`src/rtl/txh_pkg.sv`:
```
// Package txh_pkg
// Shared framing constants and the shifter state type for the transmit
// holding register controller. Assumes a single start and single stop bit.
package txh_pkg;
    localparam int START_BITS = 1;
    localparam int STOP_BITS  = 1;

    typedef enum logic {
        SH_IDLE = 1'b0,
        SH_BUSY = 1'b1
    } sh_state_e;
endpackage

```
`src/rtl/txh_enable_track.sv`:
```
// Module txh_enable_track
// Registers the transmitter enable level and flags the first cycle in which
// it is seen high after being low. Assumes tx enable is synchronous to clk.
module txh_enable_track (
    input  logic clk,
    input  logic rst_n,
    input  logic en_i,
    output logic en_rise_o
);
    logic en_q;

    // Remember last cycle's enable level.
    always_ff @(posedge clk) begin
        if (!rst_n) en_q <= 1'b0;
        else        en_q <= en_i;
    end

    assign en_rise_o = en_i & ~en_q;
endmodule

```
`src/rtl/txh_holding.sv`:
```
// Module txh_holding
// One-entry holding register with its ready flag. Takes host writes while
// enabled, drops them while disabled, and hands the character to the shifter
// on a baud tick when the shifter is idle. Assumes wr_i is a one-cycle strobe
// per character.
module txh_holding #(
    parameter int DATA_W = 8
) (
    input  logic              clk,
    input  logic              rst_n,
    input  logic              en_i,
    input  logic              en_rise_i,
    input  logic              wr_i,
    input  logic [DATA_W-1:0] wr_data_i,
    input  logic              tick_i,
    input  logic              sh_idle_i,
    output logic              load_o,
    output logic [DATA_W-1:0] data_o,
    output logic              ready_o
);
    logic [DATA_W-1:0] data_q;
    logic              valid_q;
    logic              ready_q;

    // Transfer request: enabled, tick present, shifter free, character held.
    assign load_o = en_i & tick_i & sh_idle_i & valid_q;

    // Holding register state; priority is disable, write, transfer, enable edge.
    always_ff @(posedge clk) begin
        if (!rst_n) begin
            data_q  <= '0;
            valid_q <= 1'b0;
            ready_q <= 1'b0;
        end else if (!en_i) begin
            valid_q <= 1'b0;
            ready_q <= 1'b0;
        end else if (wr_i) begin
            data_q  <= wr_data_i;
            valid_q <= 1'b1;
            ready_q <= 1'b0;
        end else if (load_o) begin
            valid_q <= 1'b0;
            ready_q <= 1'b1;
        end else if (en_rise_i) begin
            ready_q <= 1'b1;
        end
    end

    assign data_o  = data_q;
    assign ready_o = ready_q;

    assert_ready_low_when_off_R6: assert property (@(posedge clk) disable iff (!rst_n)
        !en_i |=> !ready_q);
    assert_ready_on_enable_R2: assert property (@(posedge clk) disable iff (!rst_n)
        (en_rise_i && !wr_i) |=> ready_q);
    assert_write_clears_ready_R3: assert property (@(posedge clk) disable iff (!rst_n)
        (en_i && wr_i) |=> (!ready_q && valid_q));
    assert_transfer_sets_ready_R4: assert property (@(posedge clk) disable iff (!rst_n)
        (load_o && !wr_i) |=> (ready_q && !valid_q));
    assert_collision_holds_new_R8: assert property (@(posedge clk) disable iff (!rst_n)
        (load_o && wr_i) |=> (!ready_q && valid_q));
endmodule

```
`src/rtl/txh_shifter.sv`:
```
// Module txh_shifter
// Frame serialiser: start bit, DATA_W data bits LSB first, stop bit, one bit
// per baud tick. A frame, once loaded, always runs to completion. Assumes
// load_i is only raised while idle_o is high.
module txh_shifter
    import txh_pkg::*;
#(
    parameter int DATA_W = 8
) (
    input  logic              clk,
    input  logic              rst_n,
    input  logic              tick_i,
    input  logic              load_i,
    input  logic [DATA_W-1:0] data_i,
    output logic              idle_o,
    output logic              txd_o
);
    localparam int FRAME_W = START_BITS + DATA_W + STOP_BITS;
    localparam int CNT_W   = $clog2(FRAME_W + 1);

    sh_state_e          state_q;
    logic [FRAME_W-1:0] shreg_q;
    logic [CNT_W-1:0]   cnt_q;

    // Load a framed character, then shift one bit per tick until done.
    always_ff @(posedge clk) begin
        if (!rst_n) begin
            state_q <= SH_IDLE;
            shreg_q <= '1;
            cnt_q   <= '0;
        end else if (state_q == SH_IDLE) begin
            if (load_i) begin
                shreg_q <= {{STOP_BITS{1'b1}}, data_i, {START_BITS{1'b0}}};
                cnt_q   <= CNT_W'(FRAME_W);
                state_q <= SH_BUSY;
            end
        end else if (tick_i) begin
            if (cnt_q == CNT_W'(1)) begin
                state_q <= SH_IDLE;
                shreg_q <= '1;
                cnt_q   <= '0;
            end else begin
                shreg_q <= {1'b1, shreg_q[FRAME_W-1:1]};
                cnt_q   <= cnt_q - CNT_W'(1);
            end
        end
    end

    assign idle_o = (state_q == SH_IDLE);
    assign txd_o  = shreg_q[0];

    assert_idle_line_high_R5: assert property (@(posedge clk) disable iff (!rst_n)
        (state_q == SH_IDLE) |-> txd_o);
    assert_start_bit_first_R5: assert property (@(posedge clk) disable iff (!rst_n)
        (load_i && state_q == SH_IDLE) |=> !txd_o);
    assert_count_in_range_R5: assert property (@(posedge clk) disable iff (!rst_n)
        cnt_q <= CNT_W'(FRAME_W));
    assert_hold_without_tick_R5: assert property (@(posedge clk) disable iff (!rst_n)
        (state_q == SH_BUSY && !tick_i) |=> $stable(shreg_q));
endmodule

```
`src/rtl/txhold_ctrl.sv`:
```
// Module txhold_ctrl
// Top of the transmit holding register controller: joins the enable
// tracker, the holding register and the frame shifter. Assumes baud_tick_i
// is a single-cycle pulse and all inputs are synchronous to clk.
module txhold_ctrl #(
    parameter int DATA_W = 8
) (
    input  logic              clk,
    input  logic              rst_n,
    input  logic              wr_en_i,
    input  logic [DATA_W-1:0] wr_data_i,
    input  logic              tx_enable_i,
    input  logic              baud_tick_i,
    output logic              txd_o,
    output logic              ready_o
);
    logic              en_rise;
    logic              sh_idle;
    logic              load;
    logic [DATA_W-1:0] hold_data;

    txh_enable_track u_en (
        .clk       (clk),
        .rst_n     (rst_n),
        .en_i      (tx_enable_i),
        .en_rise_o (en_rise)
    );

    txh_holding #(.DATA_W(DATA_W)) u_hold (
        .clk       (clk),
        .rst_n     (rst_n),
        .en_i      (tx_enable_i),
        .en_rise_i (en_rise),
        .wr_i      (wr_en_i),
        .wr_data_i (wr_data_i),
        .tick_i    (baud_tick_i),
        .sh_idle_i (sh_idle),
        .load_o    (load),
        .data_o    (hold_data),
        .ready_o   (ready_o)
    );

    txh_shifter #(.DATA_W(DATA_W)) u_shift (
        .clk    (clk),
        .rst_n  (rst_n),
        .tick_i (baud_tick_i),
        .load_i (load),
        .data_i (hold_data),
        .idle_o (sh_idle),
        .txd_o  (txd_o)
    );

    assert_load_needs_idle_R4: assert property (@(posedge clk) disable iff (!rst_n)
        load |-> (sh_idle && baud_tick_i));
endmodule

```
`config.mk`:
```
export PLATFORM = sky130hd
export DESIGN_NAME = txhold_ctrl
export DESIGN_NICKNAME = d
export VERILOG_FILES = /design/src/rtl/txh_pkg.sv /design/src/rtl/txh_enable_track.sv /design/src/rtl/txh_holding.sv /design/src/rtl/txh_shifter.sv /design/src/rtl/txhold_ctrl.sv
export SDC_FILE = /design/constraint.sdc
export NUM_CORES = 1
export LEC_CHECK = 0
export BUFFER_PORTS_ARGS = -buffer_cell sky130_fd_sc_hd__buf_2
export CAP_MARGIN = 40
export CORE_MARGIN = 2
export CORE_UTILIZATION = 41
export DETAILED_ROUTE_END_ITERATION = 16
export SLEW_MARGIN = 20
export SYNTH_ARGS = -nofsm -noshare
export SYNTH_HDL_FRONTEND = slang
export SYNTH_SLANG_ARGS = --single-unit
```
`constraint.sdc`:
```
create_clock -name clk -period 2.85 [get_ports clk]
set_input_delay 0.1425 -clock clk [delete_from_list [all_inputs] [get_ports clk]]
set_output_delay 0.1425 -clock clk [all_outputs]
set_load 0.02 [all_outputs]
```
Yosys cells after proc, flatten, opt, wreduce, memory -nomap -nowiden
Cells that the tools add are included.
Storage, ports and cells
  register bits after elaboration: 26
  bits of input ports: 13
  output and inout port bits: 2
  logic and storage cells: 41
Operators by class
  add/subtract/negate cells: 1
  equality and inequality tests: 2
  muxes and demuxes: 16
  bitwise logic cells: 8
  reduce and logical (&&, ||, !) cells: 7
Operators by type and width (number)
  10-bit 2-to-1 mux: 3
  4-bit 2-to-1 mux: 4
  9-bit 2-to-1 mux: 1
  1-bit 2-to-1 mux: 8
  2-bit AND reduction: 3
  2-bit nonzero test: 3
  1-bit AND: 4
  4-bit by 1-bit equality test with 1-bit output (second input constant): 1
  1-bit inverter: 4
  4-bit by 1-bit subtractor with 4-bit output (second input constant): 1
  3-bit OR reduction: 1
  2-bit inequality test (second input constant): 1

Depth between registers and ports, before layout
  depth after elaboration: 5
  depth in mapped cells: 6
  mapped depth without buffers: 5

Modules after synthesis
Synthesis repeated with hierarchy kept, for this count alone.
Second synthesis, totals
  cells, all modules: 124
  area, all modules: 1144.8 um^2
By module, submodules not included
  txh_shifter: times used 1, cells each 78, area an instance 653.1 um^2, sequential area each 280.3 um^2
  txh_holding: times used 1, cells each 43, area an instance 451.7 um^2, sequential area each 200.2 um^2
  txh_enable_track: times used 1, cells each 3, area an instance 40.0 um^2, sequential area each 20.0 um^2

Worst setup path after synthesis
OpenSTA, ideal clock, no wires.
  path type: reg2reg
  start: register u_shift.cnt_q[1]
  end: register u_shift.cnt_q[2]
  setup time: 0.119 ns
  arrival: 1.149 ns
  slack: 1.582 ns
  cell stages (with the launch flop): 7
  cells stage by stage: dfxtp_1 inv_1 ha_1 nor3b_2 buf_4 nor3_1 o221a_2
Between the ends
  word-level cells in the longest chain between the ends: 4
  elaborated cells between the ends (all ways): 5
  those cells by class: add/sub (1); eq/ne (1); mux (3)
Ends and longest elaborated chain
  start: declaration: line txh_shifter.sv:23  | logic [CNT_W-1:0] cnt_q;
  start signal: assignment: line txh_shifter.sv:34  | cnt_q <= CNT_W'(FRAME_W);
  start signal: assignment: line txh_shifter.sv:44  | cnt_q <= cnt_q - CNT_W'(1);
  4-bit by 1-bit subtractor with 4-bit output / 4-bit by 1-bit equality test with 1-bit output (equally long branches): line txh_shifter.sv:44, txh_shifter.sv:38
  4-bit 2-to-1 mux *: line txh_shifter.sv:38  | if (cnt_q == CNT_W'(1)) begin
  4-bit 2-to-1 mux *: line txh_shifter.sv:37  | end else if (tick_i) begin
  4-bit 2-to-1 mux *: line txh_shifter.sv:31  | end else if (state_q == SH_IDLE) begin
Every way passes the cells marked *; elsewhere a longest branch is shown, timed or not. The select of a mux whose other input is x is not followed.
A chain may end at the register's enable or synchronous reset.

Final worst setup path
Same ends and word-level chain as after synthesis.

==> out/metrics.csv <==
stage;metric;value;unit
sta;min Tclk post-route;1.66;ns
sta;RSZ-0062 raised after global routing;no;
layout;layout cells sized above 1;15.5;%
drt;drt via density;5.64;
worst_setup_path;critical path type;reg -> reg;
floorplan;num rows;18;
clock_network;post-cts sizing count;0;
yosys;Synth Area in Compound Gates;25.1;%
sta;actual slew at the worst max-slew pin;0.664;ns
clock_network;CTS root buf;clkbuf_4;
drt;via count;970;
yosys;syn nets;147;
power_and_ir_drop;Final Power;0.612;mW
yosys;Cell variety after synth;28;
hold_path;HP Class;in -> reg;
layout;most frequent cells in the layout;dfxtp_1, nand2_1, buf_2;
worst_setup_path;Crit path required time;3.07;ns
worst_setup_path;worst path bufs/invs;1;
worst_setup_path;Worst R2R Path Depth;5;
yosys;leading area contributor after synthesis;dfxtp_1;
drt;routed length per instance;13.8;um
floorplan;Core ar.;2520;sq um
worst_setup_path;startpoint types;flop;
grt;grt ovf;0;
placed_design;Port Buffers;14;
power_and_ir_drop;Max rail drop VDD;252;uV
grt;largest net degree at the start of global routing;25;
yosys;Post-Synth Adder-Cell Area;2.26;%
drt;DRC violations left;0;
yosys;top-area cell type share of the netlist area;45.2;%
layout;final net count;158;
yosys;cells after synthesis;132;
worst_setup_path;slowest CP cell;nor3b_2;
sta;Tcrit/Tclk final;58.4;%
placed_design;Placer Congestion;0.751;
yosys;ys flop type;dfxtp_1;
floorplan;DIE WIDTH;56.0;um
power_and_ir_drop;Static Leak;0.439;nW
worst_setup_path;CP Data Arrival Time;1.89;ns
layout;diode count;0;
floorplan;Die Height;56.0;um
worst_setup_path;Max FO, Critical Path;11;
hold_path;Hold Path Depth;3;
yosys;XOR/XNOR Fraction of Synth Area;0;%
floorplan;IO Count;15;
hold_path;Hold Path Origin;wr_data_i[0];
worst_setup_path;cell family with most CP delay;simple AND/OR/NAND/NOR gates;
yosys;Synth Register Bits;25;
grt;first-pass GRT wire length;4030;um
yosys;mapped cell area;1110;sq um
layout;commonest non-fill, non-tap cell in the layout;dfxtp_1;
clock_network;# H-tree levels;1;
grt;GRT Overall Usage;16.0;%
sta;Pins Over Slew Limit;0;
status;status;complete, no violations;
drt;drt total wl;2370;um
worst_setup_path;crit-path cells;inv_1, ha_1, nor3b_2, nor3_1, o221a_2;
sta;Peak Freq;0.601;GHz
clock_network;total CTS buffers;3;
drt;initial DRC count;23;
clock_network;CTS tree;built;
yosys;mux contribution to synthesized area;0;%
sta;Final Skew;0.00338;ns
floorplan;Initial Utilization;43.9;%
grt;antenna violations before repair;0;
yosys;async set-reset flop share out of synthesis;0;%
worst_setup_path;CP peak stage delay;0.56;ns
yosys;synth warn;0;
clock_network;CTS sink cnt;25;
clock_network;Worst-Skew Late Latency;0.32;ns
clock_network;Clock transition at path regs;0.13;ns
worst_setup_path;flop2flop setup slack;1.19;ns
yosys;Post-synth EDFFs;0;
job;MaxCap Viol Count;0;
power_and_ir_drop;PwrDens;513;nW/um^2
yosys;largest family of logic cells by synthesized area;compound AO/OA/AOI/OAI gates;
clock_network;hold buffer count at cts;0;
sta;Fin. Hold Viols;0;
drt;DRT Pass-1 Iters;4;
layout;Layout area overhead;7.80;%
worst_setup_path;worst r2r dst;u_shift.cnt_q[2]$_SDFFE_PN0P_;
worst_setup_path;worst setup path start;u_shift.cnt_q[1]$_SDFFE_PN0P_;
clock_network;clock buffer depth;2;
yosys;post-synthesis average cell area;8.39;sq um
sta;Setup violations, final;0;
yosys;simple-gate portion of the synthesized area;20.8;%
worst_setup_path;r2r startpoint;u_shift.cnt_q[1]$_SDFFE_PN0P_;
hold_path;worst hold endpoint;u_hold.data_o[0]$_SDFFE_PN0P_;
sta;Setup TNS Final;0;ns
worst_setup_path;crit end category;flop;
floorplan;die footprint;3130;sq um
sta;Slew HR;55.6;%
clock_network;post-CTS setup buffer count;0;
drt;Final ANT Viol Nets;0;
yosys;sequential share of the synthesized area;45.2;%
placed_design;dpl hpwl;1620;um
yosys;ranking of synthesized cells by area;dfxtp_1, o311ai_1, a21boi_0, nand3_1, o21ai_0;
grt;number of global-route vias before repair;889;
[sequential cells by signal, indices dropped and copies added (netlist names)]
register and flops:
u_hold.data_o 8, u_hold.valid_q 1, u_hold.ready_o 1, u_shift.cnt_q 4
u_shift.state_q 1, u_shift.shreg_q 9, u_en.en_q 1
[Yosys cell counts, types with 2 or more instances]
master,number
o21ai_0,11
o311ai_1,7
ha_1,2
a31oi_1,2
inv_1,6
nand3_1,11
nor2_1,10
a21oi_1,6
a21boi_0,8
nand2_1,14
buf_4,2
dfxtp_1,25
clkbuf_1,3
nor3_1,9
o21a_1,2
buf_2,2
[tightest hold or removal path, cell delays in order]
cell      delay (ns)
buf_2           0.09
nand3_1         0.05
a21boi_0        0.06
[area by class of cell]
| type | count | area [sq um] |
|---|---|---|
| clock buffers | 4 | 26.3 |
| fillers | 250 | 1330 |
| inverters | 7 | 26.3 |
| multi-input cells | 92 | 533 |
| flip-flops and latches | 25 | 500 |
| well taps | 30 | 37.5 |
| repair buffers | 14 | 70.1 |
[worst max path at each step]
stage	cells past startpoint	endpoint
floorplan	6	u_shift.cnt_q[2]$_SDFFE_PN0P_
global placement	5	u_shift.cnt_q[2]$_SDFFE_PN0P_
detailed placement	5	u_shift.cnt_q[2]$_SDFFE_PN0P_
CTS	5	u_shift.cnt_q[2]$_SDFFE_PN0P_
global route	5	u_shift.shreg_q[2]$_SDFFE_PN1P_
finish	5	u_shift.cnt_q[2]$_SDFFE_PN0P_
[per-layer routing]
layer	routed length (um)	part of all wire, %	vias to the layer above	GRT usage, %
li1	-	-	496	-
met4	29	1.2	0	6.12
met1	1080	46	432	21.4
met2	1110	47	37	25.7
met3	153	6.5	5	2.79
met5	0	0	-	0
[cells by family (layout without fill, tap and decap cells)]
group,count (synthesis),after routing
AND/OR/NAND/NOR,49,49
AO/OA/AOI/OAI,41,41
adder cells (fa/ha/maj),2,2
buffers and inverters,15,25
flip-flops,25,25
[per-stage QoR]
step / instance area (sq um) / util, % / setup WS, ns / instances / hold WS, ns
after global placement: 1170 / 46.3 / 1.28 / 168 / 0.405
final: 1190 / 47.3 / 1.19 / 172 / 0.0712
after global routing: 1190 / 47.3 / 1.05 / 172 / 0.0696
after floorplan: 1110 / - / 1.58 / 132 / 0.276
after CTS: 1190 / 47.3 / 1.18 / 172 / 0.0657
after detailed placement: 1170 / 46.3 / 1.20 / 168 / 0.413
[where the power goes]
group,internal (mW),switching [mW]
logic,0.0283,0.0465
registers,0.367,0.0122
clock network,0.0548,0.104
total,0.450,0.162
(Power assumes the default switching activity.)
